$ cat src/rtl/lru_dist_pkg.sv
`timescale 1ns/1ps
package lru_dist_pkg;
  // Smallest stack the lookup logic supports (a distance needs at least one bit).
  localparam int unsigned MIN_DEPTH = 2;

  // Number of histogram bins: one per finite depth plus one for "not found".
  function automatic int unsigned bin_total(input int unsigned depth);
    return depth + 1;
  endfunction
endpackage

$ cat src/rtl/dist_stack.sv
`timescale 1ns/1ps
module dist_stack #(
  parameter int unsigned BLK_W = 26,
  parameter int unsigned DEPTH = 8,
  localparam int unsigned DIST_W = $clog2(DEPTH)
) (
  input  logic              clk,
  input  logic              rst_n,
  input  logic              upd,
  input  logic [BLK_W-1:0]  blk,
  output logic              hit,
  output logic [DIST_W-1:0] pos
);
  logic [BLK_W-1:0]  ent_q [DEPTH];
  logic [BLK_W-1:0]  ent_d [DEPTH];
  logic [DEPTH-1:0]  vld_q;
  logic [DEPTH-1:0]  vld_d;
  logic [DEPTH-1:0]  match;
  logic [DIST_W-1:0] lim;

  // Lookup: entries are distinct, so at most one matches.
  always_comb begin
    for (int i = 0; i < DEPTH; i++) begin
      match[i] = vld_q[i] && (ent_q[i] == blk);
    end
    hit = |match;
    pos = '0;
    for (int i = DEPTH - 1; i >= 0; i--) begin
      if (match[i]) pos = DIST_W'(i);
    end
  end

  // Move-to-front: entries above the match (or all, on a miss) slide down.
  always_comb begin
    lim = hit ? pos : DIST_W'(DEPTH - 1);
    for (int i = 0; i < DEPTH; i++) begin
      if (i == 0) begin
        ent_d[i] = blk;
        vld_d[i] = 1'b1;
      end else if (DIST_W'(i) <= lim) begin
        ent_d[i] = ent_q[i-1];
        vld_d[i] = vld_q[i-1];
      end else begin
        ent_d[i] = ent_q[i];
        vld_d[i] = vld_q[i];
      end
    end
  end

  always_ff @(posedge clk or negedge rst_n) begin
    if (!rst_n) begin
      vld_q <= '0;
    end else if (upd) begin
      vld_q <= vld_d;
    end
  end

  always_ff @(posedge clk) begin
    if (upd) begin
      for (int i = 0; i < DEPTH; i++) ent_q[i] <= ent_d[i];
    end
  end
endmodule

$ cat src/rtl/dist_hist.sv
`timescale 1ns/1ps
module dist_hist #(
  parameter int unsigned NBIN  = 9,
  parameter int unsigned CNT_W = 16,
  localparam int unsigned SEL_W = $clog2(NBIN)
) (
  input  logic             clk,
  input  logic             rst_n,
  input  logic             clr,
  input  logic             inc,
  input  logic [SEL_W-1:0] inc_bin,
  input  logic [SEL_W-1:0] sel,
  output logic [CNT_W-1:0] rd
);
  logic [CNT_W-1:0] cnt_all [NBIN];

  for (genvar g = 0; g < NBIN; g++) begin : g_bin
    logic [CNT_W-1:0] cnt_q;
    logic [CNT_W-1:0] cnt_d;
    logic             bump;

    always_comb begin
      bump  = inc && (inc_bin == SEL_W'(g)) && (cnt_q != {CNT_W{1'b1}});
      cnt_d = cnt_q;
      if (clr) begin
        cnt_d = '0;
      end else if (bump) begin
        cnt_d = cnt_q + 1'b1;
      end
    end

    always_ff @(posedge clk or negedge rst_n) begin
      if (!rst_n) begin
        cnt_q <= '0;
      end else if (clr || bump) begin
        cnt_q <= cnt_d;
      end
    end

    assign cnt_all[g] = cnt_q;
  end

  always_comb begin
    rd = '0;
    for (int i = 0; i < NBIN; i++) begin
      if (sel == SEL_W'(i)) rd = cnt_all[i];
    end
  end
endmodule

$ cat src/rtl/lru_dist_mon.sv
`timescale 1ns/1ps
module lru_dist_mon
  import lru_dist_pkg::*;
#(
  parameter int unsigned ADDR_W     = 32,
  parameter int unsigned LINE_BYTES = 64,
  parameter int unsigned DEPTH      = 8,
  parameter int unsigned CNT_W      = 16,
  localparam int unsigned DIST_W    = $clog2(DEPTH),
  localparam int unsigned SEL_W     = $clog2(DEPTH + 1)
) (
  input  logic              clk,
  input  logic              rst_n,
  input  logic              ref_valid,
  input  logic [ADDR_W-1:0] ref_addr,
  output logic              res_valid,
  output logic [DIST_W-1:0] res_dist,
  output logic              res_inf,
  input  logic              hist_clear,
  input  logic [SEL_W-1:0]  hist_sel,
  output logic [CNT_W-1:0]  hist_count
);
  localparam int unsigned OFF_W = $clog2(LINE_BYTES);
  localparam int unsigned BLK_W = ADDR_W - OFF_W;
  localparam int unsigned NBIN  = bin_total(DEPTH);

  // Reset: asserted asynchronously, released on the clock.
  logic [1:0] rst_sync_q;
  logic       rst_int_n;

  always_ff @(posedge clk or negedge rst_n) begin
    if (!rst_n) begin
      rst_sync_q <= 2'b00;
    end else begin
      rst_sync_q <= {rst_sync_q[0], 1'b1};
    end
  end
  assign rst_int_n = rst_sync_q[1];

  logic [BLK_W-1:0]  blk;
  logic              hit;
  logic [DIST_W-1:0] pos;
  logic [SEL_W-1:0]  bin;
  logic              vld_d;
  logic [DIST_W-1:0] dist_d;
  logic              inf_d;

  assign blk = ref_addr[ADDR_W-1:OFF_W];

  dist_stack #(.BLK_W(BLK_W), .DEPTH(DEPTH)) stack_i (
    .clk  (clk),
    .rst_n(rst_int_n),
    .upd  (ref_valid),
    .blk  (blk),
    .hit  (hit),
    .pos  (pos)
  );

  assign bin = hit ? SEL_W'(pos) : SEL_W'(DEPTH);

  dist_hist #(.NBIN(NBIN), .CNT_W(CNT_W)) hist_i (
    .clk    (clk),
    .rst_n  (rst_int_n),
    .clr    (hist_clear),
    .inc    (ref_valid),
    .inc_bin(bin),
    .sel    (hist_sel),
    .rd     (hist_count)
  );

  // Result register: one cycle after the reference.
  always_comb begin
    vld_d  = ref_valid;
    inf_d  = !hit;
    dist_d = hit ? pos : '0;
  end

  always_ff @(posedge clk or negedge rst_int_n) begin
    if (!rst_int_n) begin
      res_valid <= 1'b0;
    end else begin
      res_valid <= vld_d;
    end
  end

  always_ff @(posedge clk) begin
    if (vld_d) begin
      res_dist <= dist_d;
      res_inf  <= inf_d;
    end
  end
endmodule

$ cat config.mk
export PLATFORM = sky130hd
export DESIGN_NAME = lru_dist_mon
export DESIGN_NICKNAME = d
export VERILOG_FILES = /design/src/rtl/lru_dist_pkg.sv /design/src/rtl/dist_stack.sv /design/src/rtl/dist_hist.sv /design/src/rtl/lru_dist_mon.sv
export SDC_FILE = /design/constraint.sdc
export NUM_CORES = 1
export LEC_CHECK = 0
export CAP_MARGIN = 20
export CORE_MARGIN = 3
export CORE_UTILIZATION = 35
export CTS_CLUSTER_SIZE = 14
export DETAILED_ROUTE_END_ITERATION = 10
export DONT_BUFFER_PORTS = 1
export GPL_TIMING_DRIVEN = 0
export PLACE_DENSITY = 0.54
export SLEW_MARGIN = 0
export SYNTH_ARGS = -nofsm -noshare
export SYNTH_HDL_FRONTEND = slang
export SYNTH_HIERARCHICAL = 1
export SYNTH_SLANG_ARGS = --single-unit
$ cat constraint.sdc
create_clock -name clk -period 8.2 [get_ports clk]
set_input_delay 0.41 -clock clk [delete_from_list [all_inputs] [get_ports clk]]
set_output_delay 0.41 -clock clk [all_outputs]
set_load 0.05 [all_outputs]
# Word level (Yosys, flattened, before mapping)
# Memories as Yosys holds them, arrays and structs flattened.
# Index checks and enable logic that the tools add are counted.
# Widths: inputs -> output; s select.
classes:
  reduce_logical: 64
  muxes: 46
  add_sub_neg: 9
  n_lt_le_gt_ge: 7
  n_eq_ne: 33
ops:
  columns: ["op", "count"]
  rows:
  - ["$mux 16", 27]
  - ["$eq 26x26->1", 8]
  - ["$mux 26", 7]
  - ["$add 16x1->16 const B", 9]
  - ["$ne 16x16->1 const B", 9]
  - ["$eq 4x3->1 const B", 8]
  - ["$reduce_and 2->1", 16]
  - ["$mux 3", 9]
  - ["$logic_and 1x1->1", 26]
  - ["$reduce_bool 2->1", 9]
  - ["$eq 4x2->1 const B", 4]
  - ["$le 3x3->1 const A", 4]
  - ["$logic_or 1x1->1", 9]
  - ["$eq 4x1->1 const B", 2]
  - ["$eq 4x4->1 const B", 2]
  - ["$logic_not 4->1", 2]
  - ["$reduce_or 8->1", 1]
  - ["$le 2x3->1 const A", 2]
  - ["$mux 4", 1]
  - ["$le 1x3->1 const A", 1]
  - ["$mux 1", 2]
  - ["$logic_not 1->1", 1]
word_totals:
  inputBits: 40
  register_bits: 159
  mem_bits_rw: 208
  output_inout_bits: 21
  word_cells: 181
  n_memories: 1
memory_table:
  columns: ["memory", "words", "word_bits", "rd", "rd_ports_with_merged_regs", "wr", "line", "rtl"]
  rows:
  - ["stack_i.ent_q", 8, 26, 8, 0, 8, "dist_stack.sv:14", "logic [BLK_W-1:0] ent_q [DEPTH];"]

# Longest topological paths before layout
# Gate-level depths: netlist of the first run.
# An unclocked memory read counts as a cell.
depth:
  ltp_word: 17
  depth_mapped: 16

# Modules after synthesis
# The synthesis of the first run kept the hierarchy.
modules_own_cells:
  columns: ["module", "instances", "cells_each", "area_per_inst_um2"]
  rows:
  - ["dist_hist", 1, 1138, 9681.8]
  - ["dist_stack", 1, 557, 9183.8]
  - ["lru_dist_mon", 1, 15, 240.2]

# Least setup slack after synthesis of the first run
# OpenSTA, ideal clock, no wires.
synth_timing:
  path_kind: "input port to flip-flop"
  startpoint: "input ref_addr[24]"
  endpoint: "register stack_i.vld_q[7]"
  setup_time_ps: 125
  setup_slack_ps: 2451
  required_ps: 8075
  stages: 8
  path_buffers: 1
  arrival_time_ps: 5624
  path_cell_list: "buf_2 xor2_1 nor4_1 a41oi_1 nand2_1 nor3_1 o21a_4 mux2_4"
synth_between:
  elab_chain_cells: 13
synth_rtl:
  columns: ["item", "line", "rtl"]
  rows:
  - ["start: declaration", "lru_dist_mon.sv:15", "input logic [ADDR_W-1:0] ref_addr,"]
  - ["$eq 26x26->1", "dist_stack.sv:24", "match[i] = vld_q[i] && (ent_q[i] == blk);"]
  - ["$logic_and 1x1->1", "dist_stack.sv:24", null]
  - ["$mux 3 (8 in a row)", "dist_stack.sv:29", "if (match[i]) pos = DIST_W'(i);"]
  - ["$mux 3 (*)", "dist_stack.sv:35", "lim = hit ? pos : DIST_W'(DEPTH - 1);"]
  - ["$le 3x3->1 (*)", "dist_stack.sv:40", "end else if (DIST_W'(i) <= lim) begin"]
  - ["$reduce_and 2->1 (no source line) (*)", null, null]
  - ["end signal: assignment", "dist_stack.sv:54", "vld_q <= vld_d;"]
  - ["end: declaration", "dist_stack.sv:16", "logic [DEPTH-1:0] vld_q;"]
# Mark *: on every way between the ends. The rest lies on a longest branch, timed or not.
# A chain may end at the register's enable or synchronous reset.

==> impl_summary.txt, run 1 <==
----------------------------------------------------
[Worst hold path]
  Worst min-delay path category ... in -> async

[Floorplanning]
  Die Span Y ... 240 um
  Starting utilization of the core area ... 35.4%
  Placement Rows ... 85
  DIE WIDTH ... 240 um
  IO Count ... 61
  Area of the die ... 57400 um^2
  Core Region ... 53900 um^2

[Power]
  Power per cell area ... 194 nW/um^2
  Worst vdd ir ... 172 uV
  Leakage power of the design ... 7.50 nW

[Synth]
  Count of warnings emitted by yosys ... 6
  Mapped Nets ... 1759
  Top cells by area in the synthesized netlist ... sky130_fd_sc_hd__edfxtp_1 (33%), sky130_fd_sc_hd__dfrtp_1 (20%), sky130_fd_sc_hd__xnor2_1 (6.1%)
  Count of mapped cells out of synthesis ... 1710
  Number of unique standard cell types used by synthesis ... 72
  Area of the mapped netlist ... 19100 um^2
  Mean instance size in the synthesized netlist ... 11.2 um^2
  Post-synthesis sequential area ratio ... 53.6%
  Async S/R FF share, synth ... 42.2%
  Primary FF master, synth ... sky130_fd_sc_hd__edfxtp_1
  Area share of the leading cell type in the synthesized netlist ... 33.3%
  Number of enable-type register cells in the synthesized netlist ... 212
  Top cell type by total area after synthesis ... sky130_fd_sc_hd__edfxtp_1
  Flop and latch count out of synthesis ... 367

[Timing]
  Slew Limit Fails ... 0
  Pin slew with the least headroom to its limit ... 1020 ps
  Final period utilization ... 62.0%
  Max frequency ... 0.197 GHz
  Unrepaired setup endpoints after global routing ... no
  Final hold slack ... 69.0 ps
  Worst Skew ... 40.5 ps
  Headroom to the max-slew limit ... 31.4%
  Count of final hold-check violations ... 0
  Worst Slack Setup Final ... 3110 ps
  Final Setup Violations ... 0
  Min cycle time layout ... 5090 ps

[Cells and area]
  Most frequent standard cell in the layout excluding fill and tap cells ... sky130_fd_sc_hd__edfxtp_1
  Synth-to-Final Area Change ... 14.6%
  Filler cell count ... 5121
  Post-layout nets ... 1844
  Antenna diodes ... 0
  Fraction of final layout cells with drive strength greater than 1 ... 9.25%
  Commonest non-fill, non-tap cells in the layout ... sky130_fd_sc_hd__edfxtp_1 (212), sky130_fd_sc_hd__dfrtp_1 (154), sky130_fd_sc_hd__xnor2_1 (133)

[Job]
  Max-cap check violation count ... 0

[Drt]
  Iter 0 DRT Violations ... 1619
  Detail Route Antenna Nets ... 0
  Final wirelength ... 58.6 mm
  Via count normalized by instance count ... 5.81
  Detailed-routing iteration count for the pre-antenna-repair pass ... 9
  Routed wirelength normalized by instance count ... 23.2 um
  Drt drc ... 0
  Vias after detailed routing ... 14700

[Placed design]
  Worst Setup Slack post-DPL ... 3060 ps
  Weighted congestion reported at the end of routability-driven placement ... 0.942
  Count of buffers inserted at the top-level ports ... 0
  DPL Wire Length ... 42.8 mm

[Clock network]
  Clock tree from TritonCTS ... built
  Cell at the root of the clock tree ... sky130_fd_sc_hd__clkbuf_16
  Count of H-tree levels built during CTS ... 2
  Clock slew at reported path FFs ... 60 ps
  Post-CTS Repair Setup Buffers ... 0
  Num CTS Buffers ... 42
  Clock Path Buffers ... 3
  Clock insertion delay at the later pin of the skew report ... 590 ps
  CTS sink cnt ... 367

[Critical path]
  Crit path DAT ... 5550 ps
  Peak per-stage delay on the critical path ... 600 ps
  Reg-to-Reg End ... hist_i/g_bin[5].cnt_q[14]
  Register-to-register setup slack ... 3110 ps
  Number of cells on the worst reg-to-reg path ... 13
  Reg2Reg Launch Point ... stack_i/ent_q[1][98]
  Type of the setup path with the least slack ... reg -> reg
  Cell with the largest stage delay on the worst path ... sky130_fd_sc_hd__a2111oi_0
  Critical path required time ... 8660 ps
  Crit-path cells ... xnor2_1 -> nand4_1 -> or4_1 -> a2111oi_0 -> o21ai_0 -> a21boi_2 -> o21a_1 -> and2_1 -> buf_2 -> nor2b_1 -> nand2_1 -> a2111oi_0 -> mux2_2
  Kind of start point of the critical path ... register
  Crit Path Max Fanout ... 10
  Type of destination of the critical path ... register
  Most common cell type on the critical path ... sky130_fd_sc_hd__a2111oi_0

[Global routing]
  Initial antenna violation count ... 0
  Aggregate global routing overflow ... 0
  Pin count of the biggest net entering global routing ... 61
  Overall global routing resource usage ... 20.3%
  Via count of the first global-routing pass ... 14100
  First-pass GRT wire length ... 89.4 mm

[Run status]
  Run status ... finished, final reports clean

----------------------------------------------------
[state kept, by name, summed over array words and instances, names as in the netlist]
name                cells
hist_i/g_bin.cnt_q    144
res_dist                3
res_inf                 1
res_valid               1
rst_sync_q              2
stack_i/ent_q         208
stack_i/vld_q           8
[synthesized netlist by cell type, types with 46 or more instances]
cell type,count
sky130_fd_sc_hd__a21oi_1,104
sky130_fd_sc_hd__clkbuf_1,67
sky130_fd_sc_hd__dfrtp_1,155
sky130_fd_sc_hd__edfxtp_1,212
sky130_fd_sc_hd__nand2_1,103
sky130_fd_sc_hd__nand3_1,46
sky130_fd_sc_hd__nand4_1,79
sky130_fd_sc_hd__nor2_1,76
sky130_fd_sc_hd__nor4_1,46
sky130_fd_sc_hd__o21ai_0,53
sky130_fd_sc_hd__o31ai_1,61
sky130_fd_sc_hd__or4_1,64
sky130_fd_sc_hd__xnor2_1,133
sky130_fd_sc_hd__xor2_1,74
[where the power goes]
part	total (mW)	internal, mW	switching [mW]
clock network	1.83	1.06	0.773
registers	2.09	2.04	0.0542
logic	0.319	0.117	0.202
total	4.25	3.22	1.03
[how the worst max path moves through the flow]
stage               depth (start not counted)            startpoint  slack (ps)                   endpoint
floorplan                                   8          ref_addr[24]        2450           stack_i/vld_q[7]
finish                                     13  stack_i/ent_q[1][98]        3110  hist_i/g_bin[5].cnt_q[14]
detailed placement                         14          ref_addr[26]        3060  hist_i/g_bin[5].cnt_q[14]
global route                               13  stack_i/ent_q[1][90]        2940  hist_i/g_bin[5].cnt_q[15]
CTS                                        13  stack_i/ent_q[1][98]        3220  hist_i/g_bin[5].cnt_q[14]
global placement                            8          ref_addr[25]        -160           stack_i/vld_q[7]
[area by class of cell]
cell class	count	area (um^2)	area share (%)
inverters	31	116	0.531
plain buffers	103	487	2.22
well taps	696	871	3.98
flip-flops and latches	367	10200	46.8
clock buffers	63	1210	5.53
multi-input cells	1209	8310	37.9
clock inverters	13	131	0.600
repair buffers	41	529	2.42
[logic make-up after synthesis]
| family | synth area share, % |
|---|---|
| AOI/OAI and AO/OA | 11.4 |
| buffers and inverters | 3.16 |
| xor gates and xnor gates | 9.57 |
| muxes | 3.45 |
| and+or+nand+nor | 18.2 |
| other | 0.0196 |
| adders and majority gates | 0.589 |
| DFF | 53.6 |
[critical path, delay by kind of cell (launching register included)]
family,cells,cell delay (ps)
mux,1,400
simple gates,5,1810
buf+inv,1,330
flops,1,380
compound gates,5,1770
xor+xnor,1,250
[metal layers]
metal	vias to the layer above	GRT usage, %	part of all wire, %
met5	-	0	0
met4	0	5.33	2.4
met3	81	4.03	7.2
met2	545	31.4	45
met1	7304	29.3	45
li1	6725	-	-
[per-stage QoR]
step	total power, mW	utilization (%)	setup TNS [ps]	cells	area (um^2)
final	4.25	40.6	0	2523	21900
after global routing	4.40	40.6	0	2523	21900
after CTS	4.30	40.4	0	2519	21800
after detailed placement	2.43	37.4	0	2415	20200
after global placement	2.41	37.0	-1650	2406	20000
after floorplan	2.32	-	0	1710	19100
[repair_timing]
action | CTS | global route
endpoints found under the hold margin | 60 | 0
hold buffers | 28 | 0
resized for setup | 0 | 0
(Power assumes the default switching activity.)
==> inputs of run 2 (changes only) <==
Settings changed: ABC_AREA set to 1, PLACE_DENSITY 0.54 to 0.56.
Clock period 8.2 ns to 4.2 ns, I/O delays scaled along.
==> run 2 against run 1 <==
Net effect:
- flip-flop and latch count stayed put
- utilization is 0.14 points lower
- die area is 8.5% higher
- hold slack worse by 24 ps
- routed wire length is 12% higher
==> impl_summary.txt, run 2 <==
----------------------------------------------------
[Critical path]
  Kind of start point of the critical path ... register
  Peak per-stage delay on the critical path ... 440 ps (-160 ps)
  Family with the most delay on the worst path ... simple AND/OR/NAND/NOR gates
  Critical path required time ... 4700 ps (-3960 ps)
  Number of buffer and inverter instances along the worst setup path ... 3 (+2)
  Total number of cells along the worst setup path ... 18 (+5)
  Type of the setup path with the least slack ... reg -> reg
  Number of cells on the worst reg-to-reg path ... 18 (+5)
  Most common cell type on the critical path ... sky130_fd_sc_hd__nand2_1
  Crit path DAT ... 4050 ps (-1500 ps)
  Register-to-register setup slack ... 650 ps (-2460 ps)
  Cell with the largest stage delay on the worst path ... sky130_fd_sc_hd__o21ai_0
  Crit-path cells ... nand2_1 -> nand2_1 -> nor2_1 -> nand2_1 -> nor2_1 -> nand2_1 -> o21ai_0 -> nor2_1 -> nand2_1 -> nand2_1 -> inv_1 -> nand3_1 -> nor2_1 -> inv_1 -> nor2_2 -> buf_4 -> nand4_1 -> nand2_1
  Type of destination of the critical path ... register
  Crit Path Max Fanout ... 10 (unchanged)

[Worst hold path]
  Hold Crit Depth ... 2
  Worst min-delay path category ... in -> reg

[Clock network]
  Cell at the root of the clock tree ... sky130_fd_sc_hd__clkbuf_16
  Clock Path Buffers ... 3 (unchanged)
  Number of gates resized after cts ... 0 (unchanged)
  Num CTS Buffers ... 43 (+2.4%)
  Clock slew at reported path FFs ... 60 ps (about the same)
  CTS sink cnt ... 367 (unchanged)
  Count of H-tree levels built during CTS ... 2 (unchanged)
  Clock tree from TritonCTS ... built
  Clock insertion delay at the later pin of the skew report ... 580 ps (about the same)

[Power]
  Total internal power ... 6.37 mW (+98%)
  Register share of total power ... 48.6% (-0.7 points)
  Comb pwr share ... 7.5% (about the same)
  Net switching power figure ... 2.10 mW (+100%)
  Switching Share ... 24.8% (+0.55 points)
  Leakage power of the design ... 10.1 nW (+35%)
  Power per cell area ... 359 nW/um^2 (+85%)
  Clock network fraction of design power ... 44.0% (+0.8 points)
  Worst vdd ir ... 266 uV (+55%)

[Synth]
  Mean instance size in the synthesized netlist ... 8.07 um^2 (-28%)
  Mapped Nets ... 2625 (+49%)
  Count of warnings emitted by yosys ... 6 (unchanged)
  Number of unique standard cell types used by synthesis ... 46 (-36%)
  Top cell type by total area after synthesis ... sky130_fd_sc_hd__edfxtp_1
  Area of the mapped netlist ... 20800 um^2 (+8.7%)
  Count of mapped cells out of synthesis ... 2576 (+51%)
  Async S/R FF share, synth ... 42.2% (unchanged)
  Post-synthesis sequential area ratio ... 49.3% (-4.3 points)
  Area share of the leading cell type in the synthesized netlist ... 30.6% (-2.7 points)
  Flop and latch count out of synthesis ... 367 (unchanged)
  Primary FF master, synth ... sky130_fd_sc_hd__edfxtp_1
  Top cells by area in the synthesized netlist ... sky130_fd_sc_hd__edfxtp_1 (31%), sky130_fd_sc_hd__dfrtp_1 (19%), sky130_fd_sc_hd__nand2_1 (16%)
  Number of enable-type register cells in the synthesized netlist ... 212 (unchanged)
  Most common library cells after synthesis ... sky130_fd_sc_hd__nand2_1 (892), sky130_fd_sc_hd__inv_1 (253), sky130_fd_sc_hd__nand3_1 (216), sky130_fd_sc_hd__edfxtp_1 (212), sky130_fd_sc_hd__nor2_1 (200)
  Most common cell in the netlist ... sky130_fd_sc_hd__nand2_1

[Global routing]
  Pin count of the biggest net entering global routing ... 57 (-6.6%)
  Overall global routing resource usage ... 20.7% (+0.33 points)
  Via count of the first global-routing pass ... 17100 (+21%)
  First-pass GRT wire length ... 100 mm (+12%)
  Aggregate global routing overflow ... 0 (unchanged)
  Initial antenna violation count ... 1 (+1)

[Drt]
  Detail Route Antenna Nets ... 0 (unchanged)
  Detailed-routing iteration count for the pre-antenna-repair pass ... 7 (-2)
  Via count normalized by instance count ... 5.20 (-10%)
  Routed wirelength normalized by instance count ... 19.0 um (-18%)
  Final wirelength ... 65.8 mm (+12%)
  Vias after detailed routing ... 18000 (+23%)
  Iter 0 DRT Violations ... 1706 (+5.4%)
  Drt drc ... 0 (unchanged)

[Cells and area]
  Synth-to-Final Area Change ... 13.5%
  Multi-input gate area in the final layout ... 9010 um^2 (+8.5%)
  Sequential Area ... 10200 um^2 (unchanged)
  Largest register by flop count ... stack_i/ent_q
  Most frequent standard cell in the layout excluding fill and tap cells ... sky130_fd_sc_hd__nand2_1
  Util after Layout ... 40.5% (-0.14 points)
  Commonest non-fill, non-tap cells in the layout ... sky130_fd_sc_hd__nand2_1 (892), sky130_fd_sc_hd__inv_1 (253), sky130_fd_sc_hd__nand3_1 (216)
  Final Instance Area ... 23600 um^2 (+7.7%)
  Post-layout nets ... 2704 (+47%)
  Fraction of final layout cells with drive strength greater than 1 ... 8.07% (-1.2 points)
  Largest regs ... stack_i/ent_q x208, hist_i/g_bin.cnt_q x144, stack_i/vld_q x8
  Largest register FFs ... 208 (unchanged)
  Filler cell count ... 5803 (+13%)

[Timing]
  Unrepaired setup endpoints after global routing ... no
  Max frequency ... 0.282 GHz (+43%)
  Final hold slack ... 45.3 ps (-23.7 ps)
  Worst Slack Setup Final ... 653 ps (-2460 ps)
  Setup TNS ... 0 ps (unchanged)
  Count of final hold-check violations ... 0 (unchanged)
  Worst Skew ... 31.9 ps (-8.64 ps)
  Pin slew with the least headroom to its limit ... 1050 ps (+26.9 ps)
  Headroom to the max-slew limit ... 30.2% (-1.2 points)
  Final period utilization ... 84.4% (+22 points)
  Slew Limit Fails ... 0 (unchanged)
  Min cycle time layout ... 3550 ps (-1540 ps)
  Final Setup Violations ... 0 (unchanged)

[Placed design]
  DPL Wire Length ... 49.3 mm (+15%)
  Worst Setup Slack post-DPL ... -23.0 ps (-3090 ps)
  Count of buffers inserted at the top-level ports ... 0 (unchanged)
  Weighted congestion reported at the end of routability-driven placement ... 0.950 (+0.86%)
  Post-Place Cell Area ... 21800 um^2 (+8.0%)

[Run status]
  Run status ... finished, final reports clean

[Job]
  Max-cap check violation count ... 0 (unchanged)

[Floorplanning]
  DIE WIDTH ... 250 um (+4.2%)
  Starting utilization of the core area ... 35.7% (+0.24 points)
  Area of the die ... 62300 um^2 (+8.5%)
  Die Span Y ... 250 um (+4.2%)
  IO Count ... 61 (unchanged)
  Core Region ... 58200 um^2 (+8.0%)
  Placement Rows ... 88 (+3.5%)

----------------------------------------------------
run 2: cell types whose count changed after synthesis, moves of 83 or more:
| cell | delta |
|---|---|
| sky130_fd_sc_hd__nand3_1 | +170 |
| sky130_fd_sc_hd__nand2_1 | +789 |
| sky130_fd_sc_hd__nor2_1 | +124 |
| sky130_fd_sc_hd__xnor2_1 | -83 |
| sky130_fd_sc_hd__a21oi_1 | -85 |
| sky130_fd_sc_hd__inv_1 | +222 |
run 2: cell families after synthesis:
| group | Yosys count | synth area share [%] |
|---|---|---|
| compound gates | 137 | 3.70 |
| xor+xnor | 105 | 4.43 |
| fa+ha+maj | 9 | 0.542 |
| buf+inv | 347 | 7.31 |
| flops | 367 | 49.3 |
| other cells | 1 | 0.0180 |
| simple gates | 1610 | 34.7 |
run 2: worst paths after layout:
check / start / to
max: stack_i/ent_q[1][90] / hist_i/g_bin[1].cnt_q[13]
min: ref_valid / stack_i/ent_q[0][26]
max reg2reg: stack_i/ent_q[1][90] / hist_i/g_bin[1].cnt_q[13]
min reg2reg: rst_sync_q[0] / rst_sync_q[1]
max in group asynchronous: rst_sync_q[1] / hist_i/g_bin[4].cnt_q[11]
min in group asynchronous: rst_sync_q[1] / hist_i/g_bin[0].cnt_q[9]
run 2: metal layers:
| layer | part of all wire (%) | GRT usage (%) |
|---|---|---|
| met1 | 43 | 28.2 |
| met2 | 46 | 33.3 |
| met3 | 7.0 | 3.18 |
| met4 | 3.7 | 7.63 |
| met5 | 0 | 0 |
run 2: power by group through the flow:
stage / Sequential [mW] / Clock, mW / Combinational [mW]
after floorplan: 4.15 / 0 / 0.395
after global placement: 4.20 / 0 / 0.554
after detailed placement: 4.18 / 0 / 0.587
after CTS: 4.11 / 3.82 / 0.625
after global routing: 4.13 / 3.95 / 0.692
final: 4.11 / 3.72 / 0.631
run 2: final cells by class:
type                            count  share of cell area (%)
Tap cell                          765                    4.06
Clock inverter                     14                   0.573
Inverter                          270                    4.30
Antenna cell                        4                  0.0425
Multi-Input combinational cell   1862                    38.2
Timing Repair Buffer               34                    1.78
Clock buffer                       64                    5.41
Sequential cell                   367                    43.5
Buffer                             77                    2.14
run 2: repair_timing:
action,in CTS,in global routing
buffers inserted,0,0
hold endpoints to repair,61,0
hold buffers,30,0
run 2: worst reg2reg max path, stage by stage, from the launching register on:
cell                       delay [ps]
sky130_fd_sc_hd__edfxtp_1         400
sky130_fd_sc_hd__nand2_1          120
sky130_fd_sc_hd__nand2_1           60
sky130_fd_sc_hd__nor2_1           180
sky130_fd_sc_hd__nand2_1           70
sky130_fd_sc_hd__nor2_1           110
sky130_fd_sc_hd__nand2_1           90
sky130_fd_sc_hd__o21ai_0          440
sky130_fd_sc_hd__nor2_1           140
sky130_fd_sc_hd__nand2_1          170
sky130_fd_sc_hd__nand2_1          100
sky130_fd_sc_hd__inv_1            210
sky130_fd_sc_hd__nand3_1          110
sky130_fd_sc_hd__nor2_1           350
sky130_fd_sc_hd__inv_1            100
sky130_fd_sc_hd__nor2_2           360
sky130_fd_sc_hd__buf_4            260
sky130_fd_sc_hd__nand4_1           90
sky130_fd_sc_hd__nand2_1          100
run 2: through the flow:
stage / total power, mW / instances
floorplan: 4.54 / 2576
global placement: 4.75 / 3341
detailed placement: 4.77 / 3343
CTS: 8.56 / 3451
global route: 8.77 / 3455
finish: 8.47 / 3457
==> inputs of run 3 (changes only) <==
Clock period 4.2 ns to 2.9 ns, I/O delays scaled along.
==> run 3 against run 2 <==
Net effect:
- the run now ends with negative hold slack, negative setup slack left
- utilization increased by 2.1 points
- final cell count increased by 2.0%
- clock skew up 16 ps
- sequential share of layout area fell by 2.2 points
- first-iteration DRC count grew 4.5%
- sequential power up 45%
- worst setup slack lost 660 ps
- largest cell class unchanged
- largest power group unchanged
==> impl_summary.txt, run 3 (synthesis gave the netlist of run 2 again) <==
----------------------------------------------------
[Run status]
  Run status ... complete, but fails checks
  Violated checks ... negative hold slack, negative setup slack

[Floorplanning]
  Starting utilization of the core area ... 35.7% (unchanged)
  Placement Rows ... 88 (unchanged)
  Area of the die ... 62300 um^2 (unchanged)
  Core Region ... 58200 um^2 (unchanged)
  Die Span Y ... 250 um (unchanged)
  IO Count ... 61 (unchanged)
  DIE WIDTH ... 250 um (unchanged)

[Cells and area]
  Synth-to-Final Area Change ... 19.4%
  Largest register by flop count ... stack_i/ent_q
  Largest register FFs ... 208 (unchanged)
  Commonest non-fill, non-tap cells in the layout ... sky130_fd_sc_hd__nand2_1 (847), sky130_fd_sc_hd__inv_1 (240), sky130_fd_sc_hd__nand3_1 (213)
  Post-layout nets ... 2775 (+2.6%)
  Final Instance Area ... 24800 um^2 (+5.2%)
  Fraction of final layout cells with drive strength greater than 1 ... 13.9% (+5.8 points)
  Filler cell count ... 5780 (-0.40%)
  Most frequent standard cell in the layout excluding fill and tap cells ... sky130_fd_sc_hd__nand2_1
  Largest regs ... stack_i/ent_q x208, hist_i/g_bin.cnt_q x144, stack_i/vld_q x8

[Critical path]
  Crit Path Max Fanout ... 5 (-5)
  Reg2Reg Launch Point ... stack_i/ent_q[1][19]
  Reg-to-Reg End ... hist_i/g_bin[8].cnt_q[6]
  Type of destination of the critical path ... register
  Kind of start point of the critical path ... register
  Number of cells on the worst reg-to-reg path ... 19 (+1)
  Type of the setup path with the least slack ... reg -> reg
  Register-to-register setup slack ... -6 ps (-660 ps)
  Crit path DAT ... 3390 ps (-660 ps)
  Critical path required time ... 3380 ps (-1320 ps)

[Global routing]
  Pin count of the biggest net entering global routing ... 63 (+11%)
  First-pass GRT wire length ... 103 mm (+2.7%)
  Overall global routing resource usage ... 21.2% (+0.56 points)
  Initial antenna violation count ... 2 (+1)
  Via count of the first global-routing pass ... 17600 (+2.8%)
  Aggregate global routing overflow ... 0 (unchanged)

[Clock network]
  Clock insertion delay at the later pin of the skew report ... 610 ps (+30 ps)
  Clock Path Buffers ... 3 (unchanged)
  CTS sink cnt ... 367 (unchanged)
  Clock slew at reported path FFs ... 60 ps (about the same)
  Cell at the root of the clock tree ... sky130_fd_sc_hd__clkbuf_16
  Clock tree from TritonCTS ... built
  Num CTS Buffers ... 44 (+2.3%)
  Count of H-tree levels built during CTS ... 2 (unchanged)

[Drt]
  Via count normalized by instance count ... 5.25 (+0.89%)
  Iter 0 DRT Violations ... 1782 (+4.5%)
  Drt drc ... 0 (unchanged)
  Routed wirelength normalized by instance count ... 19.5 um (+2.5%)
  Vias after detailed routing ... 18500 (+2.9%)
  Detailed-routing iteration count for the pre-antenna-repair pass ... 5 (-2)
  Final wirelength ... 68.8 mm (+4.6%)
  Detail Route Antenna Nets ... 0 (unchanged)

[Timing]
  Min cycle time layout ... 2910 ps (-641 ps)
  Final period utilization ... 100% (+16 points)
  Setup TNS ... -5.71 ps (-5.71 ps)
  Final hold slack ... -18.6 ps (-63.9 ps)
  Final Setup Violations ... 1 (+1)
  Count of final hold-check violations ... 6 (+6)
  Worst Slack Setup Final ... -5.71 ps (-659 ps)
  Unrepaired setup endpoints after global routing ... yes
  Worst Skew ... 47.6 ps (+15.7 ps)
  Max frequency ... 0.344 GHz (+22%)
  Headroom to the max-slew limit ... 33.6% (+3.4 points)
  Slew Limit Fails ... 0 (unchanged)
  Pin slew with the least headroom to its limit ... 996 ps (-51.2 ps)

[Placed design]
  Count of buffers inserted at the top-level ports ... 0 (unchanged)
  Weighted congestion reported at the end of routability-driven placement ... 0.980 (+3.2%)
  Worst Setup Slack post-DPL ... -956 ps (-933 ps)
  Post-Place Cell Area ... 21800 um^2 (about the same)
  DPL Wire Length ... 49.5 mm (+0.43%)

[Worst hold path]
  Worst min-delay path category ... in -> reg
  Hold Crit Depth ... 6 (+4)
  Start point of the worst min-delay path ... ref_valid
  Worst-case hold path end point ... hist_i/g_bin[3].cnt_q[0]

[Power]
  Power per cell area ... 510 nW/um^2 (+42%)
  Overall power after layout ... 12.6 mW (+49%)
  Leakage power of the design ... 10.6 nW (+5.2%)
  Worst vdd ir ... 379 uV (+42%)

[Job]
  Max-cap check violation count ... 0 (unchanged)

----------------------------------------------------
==> run 3: changes by cell type in the layout (fill, tap and decap cells not counted), moves of 11 or more <==
cell / delta
sky130_fd_sc_hd__nor2_4: +11
sky130_fd_sc_hd__buf_4: +39
sky130_fd_sc_hd__nand2_2: +37
sky130_fd_sc_hd__nand2_1: -45
sky130_fd_sc_hd__nor2_1: -21
sky130_fd_sc_hd__o21ai_0: -22
sky130_fd_sc_hd__inv_1: -13
sky130_fd_sc_hd__o21ai_1: +14
sky130_fd_sc_hd__nor2_2: +11
sky130_fd_sc_hd__buf_6: +22
==> run 3: worst max-delay path, stage by stage (launching register included) <==
cell and delay, ps:
sky130_fd_sc_hd__edfxtp_1 410, sky130_fd_sc_hd__or2_2 320, sky130_fd_sc_hd__nand4_1 90, sky130_fd_sc_hd__nor3_2 40, sky130_fd_sc_hd__nand2_1 80, sky130_fd_sc_hd__nor2_1 70
sky130_fd_sc_hd__nand2_1 110, sky130_fd_sc_hd__nand2_2 90, sky130_fd_sc_hd__nor2_4 150, sky130_fd_sc_hd__nand2_4 110, sky130_fd_sc_hd__buf_6 130, sky130_fd_sc_hd__nand2_2 80
sky130_fd_sc_hd__inv_4 70, sky130_fd_sc_hd__nor2_4 130, sky130_fd_sc_hd__nand4_1 260, sky130_fd_sc_hd__nor2_4 280, sky130_fd_sc_hd__nor2_4 80, sky130_fd_sc_hd__buf_6 170
sky130_fd_sc_hd__nand2_2 60, sky130_fd_sc_hd__nand2_2 50
==> run 3: worst max path at each step <==
stage / start / endpoint / slack, ps / cells past startpoint
floorplan: stack_i/ent_q[0][39] / stack_i/ent_q[1][100] / 20 / 12
global placement: rst_sync_q[1] / hist_i/g_bin[4].cnt_q[10] / -970 / 0
detailed placement: ref_addr[27] / stack_i/ent_q[1][88] / -960 / 13
CTS: stack_i/ent_q[1][61] / hist_i/g_bin[8].cnt_q[13] / -0.6 / 23
global route: stack_i/ent_q[1][58] / hist_i/g_bin[8].cnt_q[9] / -220 / 24
finish: stack_i/ent_q[1][19] / hist_i/g_bin[8].cnt_q[6] / -6 / 19
==> run 3: routing by layer <==
metal  part of all wire (%)  wire [um]  global-route usage [%]  vias to the layer above
li1                       -          -                       -                     8780
met4                    4.2       2920                    8.99                        2
met3                    6.2       4240                    2.73                      156
met1                     44      30300                    29.2                     8936
met5                  0.012          8                       0                        -
met2                     46      31400                    33.8                      624
==> run 3: final cells by class <==
type | count | area (um^2) | share of cell area (%)
multi-input cells | 1863 | 9440 | 38.0
repair buffers | 103 | 1090 | 4.41
well taps | 765 | 957 | 3.86
diodes | 1 | 2.50 | 0.0101
repair inverters | 2 | 12.5 | 0.0504
flip-flops and latches | 367 | 10200 | 41.3
clock buffers | 59 | 1200 | 4.83
clock inverters | 21 | 274 | 1.10
inverters | 270 | 1050 | 4.22
plain buffers | 75 | 537 | 2.16
==> run 3: what timing repair did <==
| action | CTS | global route |
|---|---|---|
| hold buffers | 31 | 1 |
| endpoints found under the hold margin | 63 | 4 |
| cloned | 5 | 9 |
| gates resized for setup | 71 | 135 |
| setup endpoints to repair | 251 | 205 |
| pin swaps | 31 | 49 |
| setup buffers | 26 | 32 |
==> run 3: stage by stage <==
step / instances / util [%]
after floorplan: 2576 / -
after global placement: 3341 / 37.3
after detailed placement: 3343 / 37.4
after CTS: 3483 / 41.3
after global routing: 3526 / 42.6
final: 3526 / 42.6
==> run 3: report_power, final <==
part	switching, mW	internal (mW)
Combinational	0.674	0.348
Sequential	0.174	5.78
Clock	2.30	3.36
Total	3.15	9.49
